<file path="src/rtl/ustimer.sv">
module ustimer #(
  parameter int DIV = 50
) (
  input  logic        clk,
  input  logic        rst_n,
  input  logic        rd_en,
  input  logic        wr_en,
  input  logic [2:0]  addr,
  input  logic [31:0] wdata,
  output logic [31:0] rdata,
  output logic        err,
  output logic        irq
);
  localparam int NCMP = 4;
  localparam int PW   = (DIV > 1) ? $clog2(DIV) : 1;
  localparam logic [2:0] A_STS = 3'd0, A_LO = 3'd1, A_HI = 3'd2, A_CMP = 3'd3, A_BAD = 3'd7;

  logic [PW-1:0]   pre;
  logic [63:0]     cnt;
  logic [31:0]     shadow;
  logic [31:0]     cmp [NCMP];
  logic [NCMP-1:0] sts;
  logic [NCMP-1:0] hit;
  logic [31:0]     rd_mux;

  wire        tick   = (pre == PW'(DIV - 1));
  wire [63:0] cnt_nx = cnt + 64'd1;
  wire        sts_wr = wr_en && (addr == A_STS);
  wire        is_cmp = (addr >= A_CMP) && (addr < A_CMP + 3'(NCMP));
  wire [1:0]  cidx   = 2'(addr - A_CMP);

  assign irq = |sts;

  always_ff @(posedge clk) begin
    if (!rst_n) begin
      pre <= '0;
      cnt <= '0;
    end else if (tick) begin
      pre <= '0;
      cnt <= cnt_nx;
    end else begin
      pre <= pre + 1'b1;
    end
  end

  genvar gi;
  generate
    for (gi = 0; gi < NCMP; gi++) begin : g_cmp
      assign hit[gi] = tick && (cnt_nx[31:0] == cmp[gi]);
      always_ff @(posedge clk) begin
        if (!rst_n)
          cmp[gi] <= '0;
        else if (wr_en && is_cmp && (cidx == 2'(gi)))
          cmp[gi] <= wdata;
      end
    end
  endgenerate

  always_ff @(posedge clk) begin
    if (!rst_n)
      sts <= '0;
    else
      sts <= (sts & ~(sts_wr ? wdata[NCMP-1:0] : '0)) | hit;
  end

  always_comb begin
    rd_mux = '0;
    case (addr)
      A_STS:   rd_mux = {{(32-NCMP){1'b0}}, sts};
      A_LO:    rd_mux = cnt[31:0];
      A_HI:    rd_mux = shadow;
      default: if (is_cmp) rd_mux = cmp[cidx];
    endcase
  end

  always_ff @(posedge clk) begin
    if (!rst_n) begin
      rdata  <= '0;
      shadow <= '0;
      err    <= 1'b0;
    end else begin
      err <= (rd_en && addr == A_BAD) ||
             (wr_en && (addr == A_LO || addr == A_HI || addr == A_BAD));
      if (rd_en) begin
        rdata <= rd_mux;
        if (addr == A_LO) shadow <= cnt[63:32];
      end
    end
  end
endmodule


</file>
<file path="config.mk">
export PLATFORM = sky130hd
export DESIGN_NAME = ustimer
export DESIGN_NICKNAME = d
export VERILOG_FILES = /design/src/rtl/ustimer.sv
export SDC_FILE = /design/constraint.sdc
export NUM_CORES = 1
export LEC_CHECK = 0
export ABC_AREA = 1
export CORE_MARGIN = 8
export CORE_UTILIZATION = 40
export DETAILED_ROUTE_END_ITERATION = 8
export HOLD_SLACK_MARGIN = 0.02
export PLACE_DENSITY = 0.66
export SLEW_MARGIN = 20
export SYNTH_ARGS = -nofsm -noshare
export SYNTH_HDL_FRONTEND = slang
export SYNTH_SLANG_ARGS = --single-unit
</file>
<file path="constraint.sdc">
create_clock -name clk -period 6.95 [get_ports clk]
set_clock_uncertainty 0.1 [all_clocks]
set_input_delay 1.0425 -clock clk [delete_from_list [all_inputs] [get_ports clk]]
set_output_delay 1.0425 -clock clk [all_outputs]
set_load 0.1 [all_outputs]
</file>
# Word-level counts from Yosys, hierarchy flattened
# Memory sizes are Yosys's and may differ from the RTL's.
# Index checks and enable logic that the tools add are counted.
[op_classes]
add_sub_neg = 3
mux = 20
eq_ne = 11
n_reduce_logical = 21
n_lt_le_gt_ge = 2
n_bitwise = 8
[ops]
columns = ["op", "count"]
rows = [
  ["32-bit 2-to-1 mux", 5],
  ["32-bit == test", 4],
  ["32-bit case mux with 3 select lines", 1],
  ["64-bit by 1-bit adder with 64-bit output (second input constant)", 1],
  ["1-bit logical AND", 13],
  ["1-bit 2-to-1 mux", 13],
  ["6-bit by 1-bit adder with 6-bit output (second input constant)", 1],
  ["6-bit == test (second input constant)", 1],
  ["4-bit bitwise AND", 1],
  ["2-bit == test (second input constant)", 2],
  ["4-bit 2-to-1 mux", 1],
  ["4-bit NOT", 1],
  ["1-bit OR", 4],
  ["4-bit OR", 1],
  ["4-bit OR reduction", 1],
  ["3-bit by 1-bit == test with 1-bit output (second input constant)", 1],
  ["3-bit by 2-bit == test with 1-bit output (second input constant)", 1],
  ["3-bit == test (second input constant)", 1],
  ["3-bit by 2-bit greater-or-equal comparator with 1-bit output (second input constant)", 1],
  ["3-bit logical NOT", 1],
  ["1-bit logical OR", 3],
  ["3-bit less-than comparator (second input constant)", 1],
  ["2-bit by 1-bit == test with 1-bit output (second input constant)", 1],
  ["2-bit logical NOT", 1],
  ["other kinds (4)", 4],
]
[totals]
wordCells = 72
ram_bits = 128
n_memories = 1
out_inout_bits = 34
inputBits = 39
register_bits = 139
[memory_table]
columns = ["name", "depth", "word_bits", "rd", "rd_ports_with_merged_regs", "wr", "line_no", "source"]
rows = [
  ["cmp", 4, 32, 5, 0, 4, "21", "logic [31:0] cmp [NCMP];"],
]

# Longest topological paths before layout
# Gate-level depths: netlist of run 1.
[depth]
word_depth = 8
ltp_mapped = 16
mapped_depth_nobuf = 15

# Worst setup path before layout of run 1
# OpenSTA, ideal clock, no wires.
[synth_path]
path_type = "input -> register"
startpoint = "in addr[0]"
endpoint = "mem cmp[0][0], enable pin"
slack_ns = 3.947
setup_ns = 0.389
cell_stages = 7
required_time_ns = 6.461
t_arrival_ns = 2.513
cell_sequence = "ha_1 -> nor2_1 -> a21oi_1 -> a31oi_1 -> nor2_1 -> nand2_1 -> nand2_1"
[synth_rtl]
columns = ["item", "line_no", "source"]
rows = [
  ["start, declared", "8", "input logic [2:0] addr,"],
  ["end, declared", "21", ""],
]

==> impl_results.md, run 1 <==
- Status: finished, final reports clean
- Post-CTS sizing: 0
- CP max FO: 95
- Clock group share of total power: 0.434
- Core box area: around 37,000 um^2
- Hold slack: between 0.3 and 0.4 ns
- Most frequent cells after synthesis: nand2_1 (498), nor2_1 (372), inv_1 (264)
- Startpoint Class: primary input
- Net Sw Power: roughly 1.1 mW
- WL per Instance: around 19 um
- FMAX: 0.270 GHz
- MaxCap Viol Count: 0
- Setup TNS: 0 ns
- Hpwl dp: approximately 38,000 um
- Initial Util: 0.402
- Vias in the first global route: roughly 14,000
- Clk sinks: 267
- Vias per cell: 5.42
- Avg Inst Size Synth: 7.09 um^2
- First-pass GRT wire length: about 79,000 um
- Sw Ratio: 0.270
- Logic pwr share: 0.122
- DR pass1 iterations: 6
- Global placement routability congestion: around 0.95
- Post-synth top flop: dfxtp_1
- Clock root buffer: clkbuf_16
- Syn nets: between 2,000 and 2,500
- CP arrival: 4.11 ns
- Fin crit share: 0.533
- Synth Instances: 2,124
- VDD IR max: around 0.00015 V
- Share of power burned in registers: 0.444
- Setup-failing EPs final: 0
- Internal power: slightly below 3 mW
- Io pins: between 70 and 80
- WL final: 52,100 um
- Leading area contributor after synthesis: edfxtp_1
- Synth cell types: 45
- Setup bufs post-CTS: 0
- Final min period: 3.70 ns
- GRT overflow: 0
- Row count: 71
- Yosys top cell area share: 0.255
- Leak: roughly 7.1 nW
- Die width: ~210 um
- Ys Warns: 0
- Num CTS Buffers: 30
- Total GRT Usage: 0.230
- CTS tree: done
- DRT iter0 DRCs: about 1,600
- Most frequent cell after synthesis: nand2_1
- Register area share after synthesis: 0.440
- Slew headroom: 0.330
- Crit path kind: in2reg
- Flops & latches, synth: between 200 and 300
- CP Data Required Time: about 7.4 ns
- Proportion of layout cells with a drive suffix above 1: 0.0536
- Syn-to-layout area delta: 15.6%
- Chip height: 210 um
- Clock transition at path regs: roughly 0.06 ns
- Slew @ Worst Pin: approximately 1.0 ns
- Pwr Density: 231 nW/um^2
- Final slew viol count: 0
- CTS Buffer Depth: 3
- Worst Hold Class: reg2reg
- Latest clock arrival within the worst-skew pair: 0.58 ns
- Largest net degree at the start of global routing: 96
- Cell Area, Synth: ~15,000 um^2
- Hold buffer count at cts: 0
- Die area: between 40,000 and 50,000 um^2
- Antenna-violating nets left: 0
- Final nets: 2,223
- Crit. End Element: flip-flop
- DRC viols: 0
- Final-report hold violation count: 0
- Initial antenna violation count: 0
- Post-synth ARST share: 0
- RSZ-0062 raised after global routing: false
- Final Util: 0.465
- Number of synthesized flops with an enable pin: 128
- Routed via count: ~15,000
- H-tree depth: 1
- Port buffer count: a little over 70
- Synth top area cells: edfxtp_1 (26%), dfxtp_1 (18%), nand2_1 (12%), nor2_1 (9.3%), inv_1 (6.6%)
[layer usage]
layer	track usage	part of all wire
met1	0.315	0.44
met2	0.363	0.44
met3	0.0352	0.083
met4	0.0909	0.040
met5	0	0
[metrics by stage]
stage,std cells,cell area (um^2),power (mW),worst slack (ns)
after floorplan,2124,15000,2.13,3.95
after global placement,2656,16300,2.30,2.80
after detailed placement,2656,16300,2.31,2.74
after CTS,2711,17400,4.04,3.30
after global routing,2711,17400,4.14,2.99
final,2712,17400,4.02,3.25
[area by class of cell]
| type | instances | area, um^2 |
|---|---|---|
| multi-input cells | 1516 | 7160 |
| well taps | 511 | 639 |
| clock buffers | 44 | 928 |
| clock inverters | 11 | 166 |
| repair buffers | 91 | 853 |
| fillers | 3809 | 20000 |
| flip-flops and latches | 267 | 6630 |
| inverters | 271 | 1020 |
| diodes | 1 | 2.50 |
[power by group through the flow]
stage,logic [mW],registers [mW],clock network [mW]
floorplan,0.237,1.89,0
global route,0.532,1.79,1.82
global placement,0.480,1.82,0
detailed placement,0.488,1.82,0
CTS,0.490,1.78,1.77
finish,0.492,1.78,1.75
[sequential cells by signal (all words and copies together) (netlist names)]
register,count
pre,6
cmp,128
sts,4
rdata,32
err,1
shadow,32
cnt,64
[cell usage in the layout, fill, tap and decap left out, types with 5 or more instances in the layout]
cell type        Yosys  layout
a21oi_1            146     146
buf_4                1      19
clkbuf_16            0      33
clkbuf_8             0       6
clkdlybuf4s50_1      0      70
dfxtp_1            139     139
edfxtp_1           128     128
ha_1                 7       7
inv_1              264     264
nand2_1            498     498
nand2_2             16      16
nand2_4              5       5
nand3_1            146     144
nand3b_1            31      31
nand4_1             18      18
nor2_1             372     372
nor2_4               5       5
nor3_1              25      24
o21ai_0            129     129
o221ai_1            18      18
o22ai_1             50      50
xnor2_1              7       7
xor2_1               8       8
[path summary, 6_finish.rpt]
check                             to                     from  cells after the start  slack [ns]
max reg2reg        sts[0]$_SDFF_PN0_      cnt[0]$_SDFFE_PN0P_                     12        3.79
max              cnt[9]$_SDFFE_PN0P_                    rst_n                      8        3.25
min          shadow[17]$_SDFFE_PN0P_  shadow[17]$_SDFFE_PN0P_                      2        0.37
min reg2reg  shadow[17]$_SDFFE_PN0P_  shadow[17]$_SDFFE_PN0P_                      2        0.37
[cell families after synthesis]
logic type      synth area share
fa+ha+maj                0.00582
xor+xnor                  0.0147
simple gates               0.324
flops                      0.440
compound gates             0.130
buf+inv                   0.0854
[critical path, stage by stage]
cell,delay [ns]
buf_2,0.07
buf_4,0.69
clkinv_1,0.82
nor2_1,0.63
buf_4,0.33
clkinv_1,0.08
buf_4,0.22
o22ai_1,0.16
No activity file was read; power rests on OpenSTA's default activity.
==> run 2: changes to the inputs <==
--- a/config.mk
+++ b/config.mk
@@ -10,7 +10,7 @@
 export CORE_UTILIZATION = 40
 export DETAILED_ROUTE_END_ITERATION = 8
 export HOLD_SLACK_MARGIN = 0.02
-export PLACE_DENSITY = 0.66
+export PLACE_DENSITY = 0.68
 export SLEW_MARGIN = 20
 export SYNTH_ARGS = -nofsm -noshare
 export SYNTH_HDL_FRONTEND = slang
==> constraint.sdc (replaced) <==
create_clock -name clk -period 3.2 [get_ports clk]
set_clock_uncertainty 0.1 [all_clocks]
set_input_delay 0.48 -clock clk [delete_from_list [all_inputs] [get_ports clk]]
set_output_delay 0.48 -clock clk [all_outputs]
set_load 0.1 [all_outputs]
==> run 2 against run 1 <==
  * Combinational power up 130%
  * Sequential share of layout area shrank 0.15 points
  * Critical endpoint is now sts[2]$_SDFF_PN0_
  * Largest power group unchanged
  * Total power is 110% higher
==> impl_results.md, run 2 (synthesized netlist as in run 1, its figures left out) <==
- Status: finished, final reports clean
- Worst path max stage delay: 0.53 ns
- Cell mode on critical path: nand2_1
- GRT overflow: 0
- Buf/Inv on CP: 1
- Worst Hold Class: in2reg
- CTS tree: done
- Startpoint Class: flip-flop
- Die width: between 200 and 250 um
- Most common cell after layout, fill and taps aside: nand2_1
- Clk sinks: between 200 and 300
- Pwr Density: about 500 nW/um^2
- Vias in the first global route: around 14,000
- DR pass1 iterations: 6
- Die area: roughly 44,000 um^2
- Setup TNS: 0 ns
- Global placement routability congestion: just over 1
- Placed Cells incl. Taps: approximately 2,700
- Post-CTS sizing: 0
- VDD IR max: 0.000301 V
- Biggest regs: cmp x128, cnt x64
- Setup-failing EPs final: 0
- Hpwl dp: 39,500 um
- Largest Register: cmp
- H-tree depth: 1
- Delay-heaviest family, CP: simple AND/OR/NAND/NOR gates
- Most frequent cells in the layout: nand2_1 (498), nor2_1 (372), inv_1 (264), a21oi_1 (146), nand3_1 (145)
- Hold buffer count at cts: 0
- Proportion of layout cells with a drive suffix above 1: 0.0703
- Antenna-violating nets left: 0
- Final min period: between 2 and 3 ns
- Syn-to-layout area delta: 16.0%
- Fin crit share: 0.901
- Filler Cells Inserted: about 3,700
- Clock root buffer: clkbuf_16
- Vias per cell: 5.44
- Register area: 6630 um^2
- Initial Util: 0.402
- Clock transition at path regs: 0.06 ns
- Io pins: 73
- Finished Cell Area: roughly 17,000 um^2
- Slew @ Worst Pin: between 1 and 1.5 ns
- Final nets: 2,240
- CP Cell Sequence: inv_2 -> nor2_4 -> nand2_4 -> nor2_8 -> nand2_1 -> xor2_1 -> nand2_1 -> nand2_1 -> nand2_1 -> nor2_1 -> nand3_1 -> a21oi_1
- Port buffer count: 72
- Crit path kind: reg2reg
- Chip height: between 200 and 250 um
- Max reg flops: around 130
- Row count: 71
- Post-route worst setup slack: 0.318 ns
- Diodes inserted: 0
- Setup bufs post-CTS: 0
- Post-DP Area: 16,500 um^2
- Core box area: 37,400 um^2
- MaxCap Viol Count: 0
- Leak: 7.20 nW
- Hold slack: between 0.2 and 0.25 ns
- CP Data Required Time: about 3.6 ns
- WL per Instance: 19.6 um
- DRC viols: 0
- CTS Buffer Depth: 3
- Area of the multi-input gates: between 7000 and 8000 um^2
- CP max FO: 9
- CP arrival: around 3.3 ns
- Latest clock arrival within the worst-skew pair: 0.59 ns
- DRT iter0 DRCs: 1,586
- Slowest CP cell: xor2_1
- Largest net degree at the start of global routing: 55
- Crit. End Element: flip-flop
- Non-Filler Instances: between 2,000 and 3,000
- First-pass GRT wire length: 81,700 um
- Total GRT Usage: 0.237
- Final slew viol count: 0
- Num CTS Buffers: 30
- Slew headroom: 0.238
- FMAX: between 0.3 and 0.4 GHz
- RSZ-0062 raised after global routing: false
- Routed via count: ~15,000
- WL final: 53,600 um
- Initial antenna violation count: 0
- Final-report hold violation count: 0
- Dpl ws: 0.350 ns
-- run 2: cell count changes in the layout (fill, tap and decap cells not counted), sizes merged --
cell,delta
clkdlybuf4s50,-34
clkbuf,+3
diode,-1
clkinvlp,-2
clkinv,+1
bufinv,-1
buf,+51
-- run 2: area by class of cell --
| class | count | area share |
|---|---|---|
| Multi-Input combinational cell | 1516 | 0.409 |
| Sequential cell | 267 | 0.379 |
| Timing Repair Buffer | 108 | 0.0599 |
| Inverter | 271 | 0.0583 |
| Clock buffer | 47 | 0.0497 |
| Tap cell | 511 | 0.0366 |
| Clock inverter | 9 | 0.00681 |
-- run 2: layer usage --
layer  global-route usage  part of all wire  vias up
li1                     -                 -     7097
met1                0.326              0.43     6950
met2                0.376              0.44      692
met3               0.0340             0.089      114
met4               0.0911             0.036        0
met5                    0                 0        -
-- run 2: path summary, 6_finish.rpt --
check                           from                 endpoint  slack [ns]  cells past startpoint
max              cnt[0]$_SDFFE_PN0P_        sts[2]$_SDFF_PN0_        0.32                     12
min                            rst_n   rdata[13]$_SDFFE_PN0P_        0.23                      3
max reg2reg      cnt[0]$_SDFFE_PN0P_        sts[2]$_SDFF_PN0_        0.32                     12
min reg2reg  shadow[31]$_SDFFE_PN0P_  shadow[31]$_SDFFE_PN0P_        0.36                      2
-- run 2: per-stage QoR --
step,util,total power [mW]
after floorplan,-,4.63
after global placement,0.441,5.04
after detailed placement,0.441,5.05
after CTS,0.467,8.56
after global routing,0.467,8.79
final,0.467,8.52
-- run 2: where the power goes --
group          leakage, nW  switching [mW]  internal, mW
logic                 4.36           0.804         0.323
registers             2.37           0.116          3.75
clock network        0.473            1.44          2.09
total                 7.20            2.36          6.16
-- run 2: worst reg2reg max path: cells and delay by family (launching register included) --
kind	cells	cell delay, ns
flip-flops	1	0.49
buffers and inverters	1	0.15
AO/OA/AOI/OAI	1	0.16
AND/OR/NAND/NOR	9	1.36
XOR/XNOR	1	0.54
